File: src/rtl/irq_pkg.sv
package irq_pkg;
  localparam int DATA_W  = 32;
  localparam int SRC_LO  = 1;
  localparam int SRC_HI  = 29;
  localparam int NUM_SRC = SRC_HI - SRC_LO + 1;
  localparam int IDX_W   = $clog2(DATA_W);
  localparam int SUM_ALL = 0;
  localparam int SUM_A   = 30;
  localparam int SUM_B   = 31;

  function automatic logic [DATA_W-1:0] span(input int lo, input int hi);
    logic [DATA_W-1:0] m;
    m = '0;
    for (int k = lo; k <= hi; k++) m[k] = 1'b1;
    return m;
  endfunction

  localparam logic [DATA_W-1:0] SRC_MASK = span(SRC_LO, SRC_HI);
  localparam logic [DATA_W-1:0] GRP_A    = span(26, 29) | span(1, 20);
  localparam logic [DATA_W-1:0] GRP_B    = span(1, 25);
endpackage

File: src/rtl/irq_cause_bank.sv
module irq_cause_bank
  import irq_pkg::*;
(
  input  logic                 clk_i,
  input  logic                 rst_ni,
  input  logic [SRC_HI:SRC_LO] event_i,
  input  logic                 clr_en_i,
  input  logic [SRC_HI:SRC_LO] clr_keep_i,
  output logic [SRC_HI:SRC_LO] cause_o
);
  for (genvar k = SRC_LO; k <= SRC_HI; k++) begin : g_bit
    logic bit_q;
    always_ff @(posedge clk_i or negedge rst_ni) begin
      if (!rst_ni) bit_q <= 1'b0;
      else if (event_i[k]) bit_q <= 1'b1;
      else if (clr_en_i && !clr_keep_i[k]) bit_q <= 1'b0;
    end
    assign cause_o[k] = bit_q;

    a_r2_event_sets : assert property (@(posedge clk_i) disable iff (!rst_ni)
      event_i[k] |=> cause_o[k]);
    a_r3_clear_drops : assert property (@(posedge clk_i) disable iff (!rst_ni)
      (clr_en_i && !clr_keep_i[k] && !event_i[k]) |=> !cause_o[k]);
    a_r3_no_spurious_set : assert property (@(posedge clk_i) disable iff (!rst_ni)
      (!event_i[k] && !cause_o[k]) |=> !cause_o[k]);
  end
endmodule

File: src/rtl/irq_summary.sv
module irq_summary
  import irq_pkg::*;
(
  input  logic                 clk_i,
  input  logic                 rst_ni,
  input  logic [SRC_HI:SRC_LO] cause_i,
  input  logic [SRC_HI:SRC_LO] mask_i,
  output logic                 sum_all_o,
  output logic                 sum_a_o,
  output logic                 sum_b_o,
  output logic                 irq_o,
  output logic [IDX_W-1:0]     idx_o,
  output logic                 vld_o
);
  logic [DATA_W-1:0] cw, pend;

  always_comb begin
    cw = '0;
    cw[SRC_HI:SRC_LO] = cause_i;
    pend = '0;
    pend[SRC_HI:SRC_LO] = cause_i & mask_i;
  end

  assign sum_all_o = |(cw & SRC_MASK);
  assign sum_a_o   = |(cw & GRP_A);
  assign sum_b_o   = |(cw & GRP_B);
  assign irq_o     = |pend;

  // downward scan so the last hit is the lowest number
  always_comb begin
    idx_o = '0;
    vld_o = 1'b0;
    for (int k = SRC_HI; k >= SRC_LO; k--) begin
      if (pend[k]) begin
        idx_o = IDX_W'(k);
        vld_o = 1'b1;
      end
    end
  end

  a_r10_idx_hits : assert property (@(posedge clk_i) disable iff (!rst_ni)
    vld_o |-> pend[idx_o]);
  a_r10_nothing_lower : assert property (@(posedge clk_i) disable iff (!rst_ni)
    vld_o |-> ((pend & ((DATA_W'(1) << idx_o) - DATA_W'(1))) == '0));
  a_r9_vld_tracks_irq : assert property (@(posedge clk_i) disable iff (!rst_ni)
    irq_o == vld_o);
  a_r7_grp_a_in_all : assert property (@(posedge clk_i) disable iff (!rst_ni)
    sum_a_o |-> sum_all_o);
  a_r8_grp_b_in_all : assert property (@(posedge clk_i) disable iff (!rst_ni)
    sum_b_o |-> sum_all_o);
endmodule

File: src/rtl/irq_cause_ctrl.sv
module irq_cause_ctrl
  import irq_pkg::*;
(
  input  logic                clk_i,
  input  logic                rst_ni,
  input  logic [NUM_SRC-1:0]  event_i,
  input  logic                wr_en_i,
  input  logic                wr_sel_i,
  input  logic [DATA_W-1:0]   wr_data_i,
  input  logic                rd_sel_i,
  output logic [DATA_W-1:0]   rd_data_o,
  output logic                irq_o,
  output logic [IDX_W-1:0]    src_idx_o,
  output logic                src_vld_o
);
  logic [SRC_HI:SRC_LO] ev_w, cause_w, mask_q;
  logic sum_all, sum_a, sum_b;
  logic unused_bits;

  assign ev_w = event_i;
  assign unused_bits = ^{wr_data_i[SUM_B:SUM_A], wr_data_i[SUM_ALL]};

  irq_cause_bank u_bank (
    .clk_i      (clk_i),
    .rst_ni     (rst_ni),
    .event_i    (ev_w),
    .clr_en_i   (wr_en_i && !wr_sel_i),
    .clr_keep_i (wr_data_i[SRC_HI:SRC_LO]),
    .cause_o    (cause_w)
  );

  always_ff @(posedge clk_i or negedge rst_ni) begin
    if (!rst_ni) mask_q <= '0;
    else if (wr_en_i && wr_sel_i) mask_q <= wr_data_i[SRC_HI:SRC_LO];
  end

  irq_summary u_sum (
    .clk_i     (clk_i),
    .rst_ni    (rst_ni),
    .cause_i   (cause_w),
    .mask_i    (mask_q),
    .sum_all_o (sum_all),
    .sum_a_o   (sum_a),
    .sum_b_o   (sum_b),
    .irq_o     (irq_o),
    .idx_o     (src_idx_o),
    .vld_o     (src_vld_o)
  );

  always_comb begin
    rd_data_o = '0;
    if (rd_sel_i) begin
      rd_data_o[SRC_HI:SRC_LO] = mask_q;
    end else begin
      rd_data_o[SRC_HI:SRC_LO] = cause_w;
      rd_data_o[SUM_ALL] = sum_all;
      rd_data_o[SUM_A]   = sum_a;
      rd_data_o[SUM_B]   = sum_b;
    end
  end

  a_r5_mask_write_lands : assert property (@(posedge clk_i) disable iff (!rst_ni)
    (wr_en_i && wr_sel_i) |=> (mask_q == $past(wr_data_i[SRC_HI:SRC_LO])));
  a_r9_irq_needs_cause : assert property (@(posedge clk_i) disable iff (!rst_ni)
    irq_o |-> sum_all);
endmodule

File: config.mk
export PLATFORM = sky130hd
export DESIGN_NAME = irq_cause_ctrl
export DESIGN_NICKNAME = d
export VERILOG_FILES = /design/src/rtl/irq_pkg.sv /design/src/rtl/irq_cause_bank.sv /design/src/rtl/irq_summary.sv /design/src/rtl/irq_cause_ctrl.sv
export SDC_FILE = /design/constraint.sdc
export NUM_CORES = 1
export LEC_CHECK = 0
export BUFFER_PORTS_ARGS = -buffer_cell sky130_fd_sc_hd__buf_4
export CAP_MARGIN = 10
export CORE_ASPECT_RATIO = 0.75
export CORE_UTILIZATION = 45
export CTS_CLUSTER_DIAMETER = 200
export CTS_CLUSTER_SIZE = 12
export DETAILED_ROUTE_END_ITERATION = 16
export HOLD_SLACK_MARGIN = 0.15
export MAX_ROUTING_LAYER = met4
export PLACE_DENSITY_LB_ADDON = 0.12
export REMOVE_ABC_BUFFERS = 1
export SLEW_MARGIN = 15
export SYNTH_ARGS = -nofsm -noshare
export SYNTH_HDL_FRONTEND = slang
export SYNTH_SLANG_ARGS = --single-unit
File: constraint.sdc
create_clock -name clk_i -period 1.9 [get_ports clk_i]
set_clock_uncertainty 0.2 [all_clocks]
set_input_delay 0.19 -clock clk_i [delete_from_list [all_inputs] [get_ports clk_i]]
set_output_delay 0.19 -clock clk_i [all_outputs]
set_load 0.01 [all_outputs]
==> impl_metrics.py, run 1 <==
metrics = {
    "sta": {
        "fmax_ghz": 0.446,
        "relSlewSlack_pct": 64.8,
        "fin_ws_ps": -340,
        "rsz0062_at_grt": "true",
        "worst_pin_slew_ps": 529,
        "slew_violations": 0,
        "setup-violations-final": 10,
        "finalCriticalPeriod_ps": 2240,
        "whs_ps": 143,
        "fin_crit_sh_pct": 118,
        "final-hold-violation-count": 0,
        "tns_ps": -2510,
    },
    "grt": {
        "antenna_found_initial": 0,
        "track_usage_pct": 30.4,
        "grt_overflow": 0,
        "use_met1_pct": 39.5,
        "grt_pass1_vias": 3260,
        "grt_first_pass_wirelength_um": 16000,
        "grt_max_degree": 36,
        "grt_use_met2_pct": 49.4,
        "met3_usage_pct": 6.23,
        "top_usage_layer": "met2",
    },
    "power": {
        "power_mw": 3.80,
        "p_per_area_mw_per_mm2": 713,
        "power_leakage_nw": 2.20,
        "ir_drop_uv": 496,
    },
    "synth": {
        "netlist.area_leader.share_pct": 47.7,
        "ys_warn_count": 0,
        "synthTopCellsByArea": "dfrtp_1 (48%), mux2_2 (21%), nand2b_1 (6.8%)",
        "synth_cell_types": 33,
        "synth_seq_cells": 58,
        "syn-instance-count": 281,
        "syn_area_mm2": 0.00304,
        "synth_largest_area_cell": "dfrtp_1",
        "syn_avg_cell_area_um2": 10.8,
        "ys_seq_area_share_pct": 47.7,
    },
    "detailed_routing": {
        "via_per_inst": 5.28,
        "first_pass_iters": 4,
        "ant_nets": 0,
        "num_vias": 3090,
        "drt_iter0_drc": 157,
        "routed_wl_um": 9900,
        "wl_per_cell_um": 16.9,
        "drc": 0,
    },
    "layout": {
        "layout.cells.non_filler": 585,
        "fin_area_mm2": 0.00533,
        "drive_above_1_share_pct": 46.0,
        "diodes": 0,
        "final_nets": 566,
        "area_growth_pct": 75.1,
        "fin_util_pct": 83.1,
        "fillers": 377,
    },
    "worst_setup_path": {
        "r2r_setup_slack_ps": 250,
        "rr_startpoint": "u_bank.g_bit[17].bit_q",
        "crit_type": "reg2out",
        "startpoint_type": "flip-flop",
        "crit_end": "rd_data_o[0]",
        "arrival_ps": 1850,
        "rr_endpoint": "u_bank.g_bit[17].bit_q",
        "r2r_cells": 4,
        "cp.required_ps": 1510,
        "path_max_fanout": 5,
        "cp-end-kind": "primary output",
        "critPathLaunch": "u_bank.g_bit[23].bit_q",
    },
    "floorplan": {
        "design.core.area_mm2": 0.00641,
        "fp.dieH_um": 73.2,
        "start_util_pct": 47.5,
        "die_area_mm2": 0.00710,
        "rows": 25,
        "num_io_pins": 105,
        "die_w_um": 97.0,
    },
    "run_status": {
        "violations": "setup timing",
        "status": "finished with violations",
    },
    "clock_network": {
        "clkSinkCount": 58,
        "cts_max_level": 3,
        "cts.clk_slew.worst_paths_ps": 70,
        "cts_buffers": 9,
        "clk_latency_ps": 340,
        "cts_tree": "built",
        "cts_root_buffer": "clkbuf_8",
        "cts_buffer_depth": 2,
    },
    "place": {
        "hpwl_um": 5800,
        "dp_slack_ps": -14.9,
        "io_buffer_count": 101,
        "place_inst": 473,
        "post_dp_cell_area_mm2": 0.00403,
        "gp_congestion": 0.878,
    },
    "hold_path": {
        "hold_class": "in2async",
    },
    "run": {
        "cap_violations": 0,
    },
}
-- per-layer routing --
metal | wire length [µm] | vias up
met5 | 0 | -
met4 | 91 | 0
met3 | 562 | 9
met2 | 4820 | 108
met1 | 4420 | 1495
li1 | - | 1478
-- layout make-up --
type	instances	area, µm²	share of cell area, %
timing repair buffer	218	1890	35.4
clock buffer	13	169	3.17
sequential	58	1460	27.3
multi-input combinational	213	1680	31.6
clock inverter	2	35.0	0.657
tap	81	101	1.90
-- placed cells by master (no fill, tap or decap), drive strengths merged, types with 2 or more instances in the layout --
master	netlist	routed
dfrtp	58	58
a22oi	7	7
buf	6	130
nor2	4	4
a32o	3	3
nand2b	33	33
o211ai	2	2
nor3	2	2
clkbuf	4	13
nor2b	2	2
o21ai	33	33
dlygate4sd3	0	88
nor4	7	7
a21oi	7	7
nand3	8	8
mux2	58	58
and2	2	2
nand2	28	28
a22o	4	4
a31oi	4	4
-- worst min-delay path by stage --
stage | endpoint | depth (start not counted)
2_1_floorplan | mask_q[10] | 0
3_3_place_gp | u_bank.g_bit[10].bit_q | 1
3_5_place_dp | u_bank.g_bit[10].bit_q | 1
4_1_cts | mask_q[16] | 3
5_1_grt | mask_q[11] | 3
6_report | mask_q[5] | 3
-- cell families after synthesis --
| group | Yosys count | synth area share (%) |
|---|---|---|
| buf+inv | 10 | 1.48 |
| mux | 58 | 21.5 |
| simple gates | 90 | 15.8 |
| compound gates | 65 | 13.6 |
| flops | 58 | 47.7 |
-- cell usage after synthesis (all sizes together) --
cell / number
dfrtp: 58
mux2: 58
nand2b: 33
o21ai: 33
nand2: 28
nand3: 8
a21oi: 7
a22oi: 7
nor4: 7
buf: 6
a22o: 4
a31oi: 4
clkbuf: 4
nor2: 4
a32o: 3
and2: 2
nor2b: 2
nor3: 2
o211ai: 2
a211o: 1
a221oi: 1
a222oi: 1
a32oi: 1
a41oi: 1
and3: 1
and4: 1
nand4: 1
or4: 1
-- flip-flops by register name, summed over array words and instances (netlist names) --
signal              flops
u_bank.g_bit.bit_q     29
mask_q                 29
-- worst max-delay path: stages, from the launching register on --
cell and delay (ps):
dfrtp_2 430, or4_4 570, nor4_4 240, a21oi_1 100, buf_4 160
-- where the power goes --
group / switching [mW] / total, mW / internal, mW
registers: 0.132 / 1.49 / 1.36
clock network: 0.476 / 1.18 / 0.704
logic: 0.465 / 1.13 / 0.666
-- repair_timing --
item | CTS | global route
endpoints found under the hold margin | 116 | 0
setup buffers | 8 | 0
gates resized for setup | 24 | 9
hold buffers | 89 | 0
pin swaps | 16 | 6
endpoints found under the setup margin | 10 | 10
Note: power is estimated with default switching activity, not from simulation.
==> run 2: changes to the inputs <==
Settings changed: ABC_CLOCK_PERIOD_IN_PS set to 2620, REMOVE_ABC_BUFFERS 1 to unset.
Clock period 1.9 ns to 2.62 ns, I/O delays scaled along.
==> impl_metrics.py, run 2 (synthesis results as in run 1) <==
metrics = {
    "run_status": {
        "status": "completed",
    },
    "clock_network": {
        "cts_buffers": 9,
        "cts.clk_slew.worst_paths_ps": 60,
        "cts_buffer_depth": 2,
        "cts_max_level": 3,
        "clkSinkCount": 58,
        "clk_latency_ps": 340,
        "cts_root_buffer": "clkbuf_8",
        "cts_tree": "built",
        "post_cts.repair.setup_buffers": 0,
    },
    "worst_setup_path": {
        "cp-end-kind": "primary output",
        "cp.required_ps": 2160,
        "path_max_fanout": 6,
        "startpoint_type": "flip-flop",
        "crit_type": "reg2out",
        "arrival_ps": 2060,
        "r2r_setup_slack_ps": 1110,
        "r2r_cells": 3,
    },
    "sta": {
        "finalCriticalPeriod_ps": 2520,
        "worst_pin_slew_ps": 741,
        "tns_ps": 0,
        "relSlewSlack_pct": 50.6,
        "rsz0062_at_grt": "false",
        "fmax_ghz": 0.396,
        "final-hold-violation-count": 0,
        "setup-violations-final": 0,
        "slew_violations": 0,
        "fin_crit_sh_pct": 96.3,
    },
    "detailed_routing": {
        "via_per_inst": 5.38,
        "drt_iter0_drc": 105,
        "drc": 0,
        "ant_nets": 0,
        "num_vias": 2994,
        "routed_wl_um": 9160,
        "first_pass_iters": 4,
        "wl_per_cell_um": 16.5,
    },
    "place": {
        "place_inst": 455,
        "io_buffer_count": 101,
        "gp_congestion": 0.815,
        "post_dp_cell_area_mm2": 0.00387,
        "hpwl_um": 5470,
    },
    "layout": {
        "multi_input_area_mm2": 0.00155,
        "fin_area_mm2": 0.00495,
        "fin_util_pct": 77.2,
        "layout_common_cells": "buf_4 (103), dlygate4sd3_1 (88), dfrtp_1 (58)",
        "fillers": 439,
        "final_nets": 539,
        "final_common_cell": "buf_4",
        "layout.cells.non_filler": 557,
        "diodes": 0,
        "top_regs": "mask_q x29, u_bank.g_bit.bit_q x29",
        "drive_above_1_share_pct": 37.6,
        "area_growth_pct": 62.7,
        "seqCellArea_mm2": 0.00145,
    },
    "floorplan": {
        "start_util_pct": 47.5,
        "rows": 25,
        "die_area_mm2": 0.00710,
        "fp.dieH_um": 73.2,
        "die_w_um": 97.0,
        "num_io_pins": 105,
        "design.core.area_mm2": 0.00641,
    },
    "run": {
        "cap_violations": 0,
    },
    "synth": {
        "synth_fp_nets": 347,
    },
    "power": {
        "p_per_area_mw_per_mm2": 527,
        "power_mw": 2.61,
        "power.share.combinational_pct": 27.1,
        "p_int_mw": 1.88,
        "ir_drop_uv": 321,
        "power_frac_seq_pct": 41.6,
        "power_leakage_nw": 2.01,
        "pwr-share-clk_pct": 31.3,
        "p_sw_share_pct": 28.0,
        "p_switching_mw": 0.730,
    },
    "grt": {
        "grt_first_pass_wirelength_um": 14600,
        "grt_pass1_vias": 3006,
        "grt_overflow": 0,
        "grt_max_degree": 59,
        "track_usage_pct": 27.5,
        "antenna_found_initial": 0,
    },
    "hold_path": {
        "hold_class": "in2async",
    },
}
run 2: changes by cell type in the layout (fill, tap and decap cells not counted), sizes merged:
cell and delta:
buf -27, clkbuf -2, clkinv +1
run 2: routing by layer:
layer,routed length (µm),track usage (%)
met1,3980,32.2
met2,4470,45.9
met3,504,6.42
met4,210,11.9
met5,0,-
run 2: worst paths after layout:
| path | start | endpoint |
|---|---|---|
| max | u_bank.g_bit[5].bit_q | rd_data_o[0] |
| min | rst_ni | u_bank.g_bit[9].bit_q |
| max reg2reg | u_bank.g_bit[1].bit_q | u_bank.g_bit[1].bit_q |
| min reg2reg | mask_q[2] | mask_q[2] |
| max in group asynchronous | rst_ni | mask_q[15] |
| min in group clk_i | mask_q[2] | mask_q[2] |
run 2: worst max-delay path, stage by stage, from the launching register on:
cell and delay [ps]:
dfrtp_1 440, nor4_1 440, nand3_1 180, nor4_2 360, a21oi_1 140, buf_4 170
run 2: timing repair:
action / in CTS / in global routing
endpoints found under the hold margin: 116 / 0
gates resized for setup: 0 / 1
endpoints found under the setup margin: 0 / 1
hold buffers: 88 / 0
run 2: power by group through the flow:
stage	Sequential (mW)	Combinational (mW)	Clock, mW
CTS	1.08	0.698	0.834
global placement	1.09	0.586	0
floorplan	1.07	0.343	0
global route	1.10	0.763	0.870
finish	1.09	0.707	0.816
detailed placement	1.10	0.591	0
run 2: final cells by class:
class / count / share of cell area (%)
clock buffers: 11 / 3.06
clock inverters: 3 / 0.808
multi-input cells: 213 / 31.4
flip-flops and latches: 58 / 29.3
well taps: 81 / 2.05
repair buffers: 191 / 33.4
run 2: stage by stage:
stage                     worst slack, ps  hold slack [ps]
after floorplan                       906             -234
after global placement                448              170
after detailed placement              454              168
after CTS                            72.3              323
after global routing                 18.4              341
final                                96.9              328
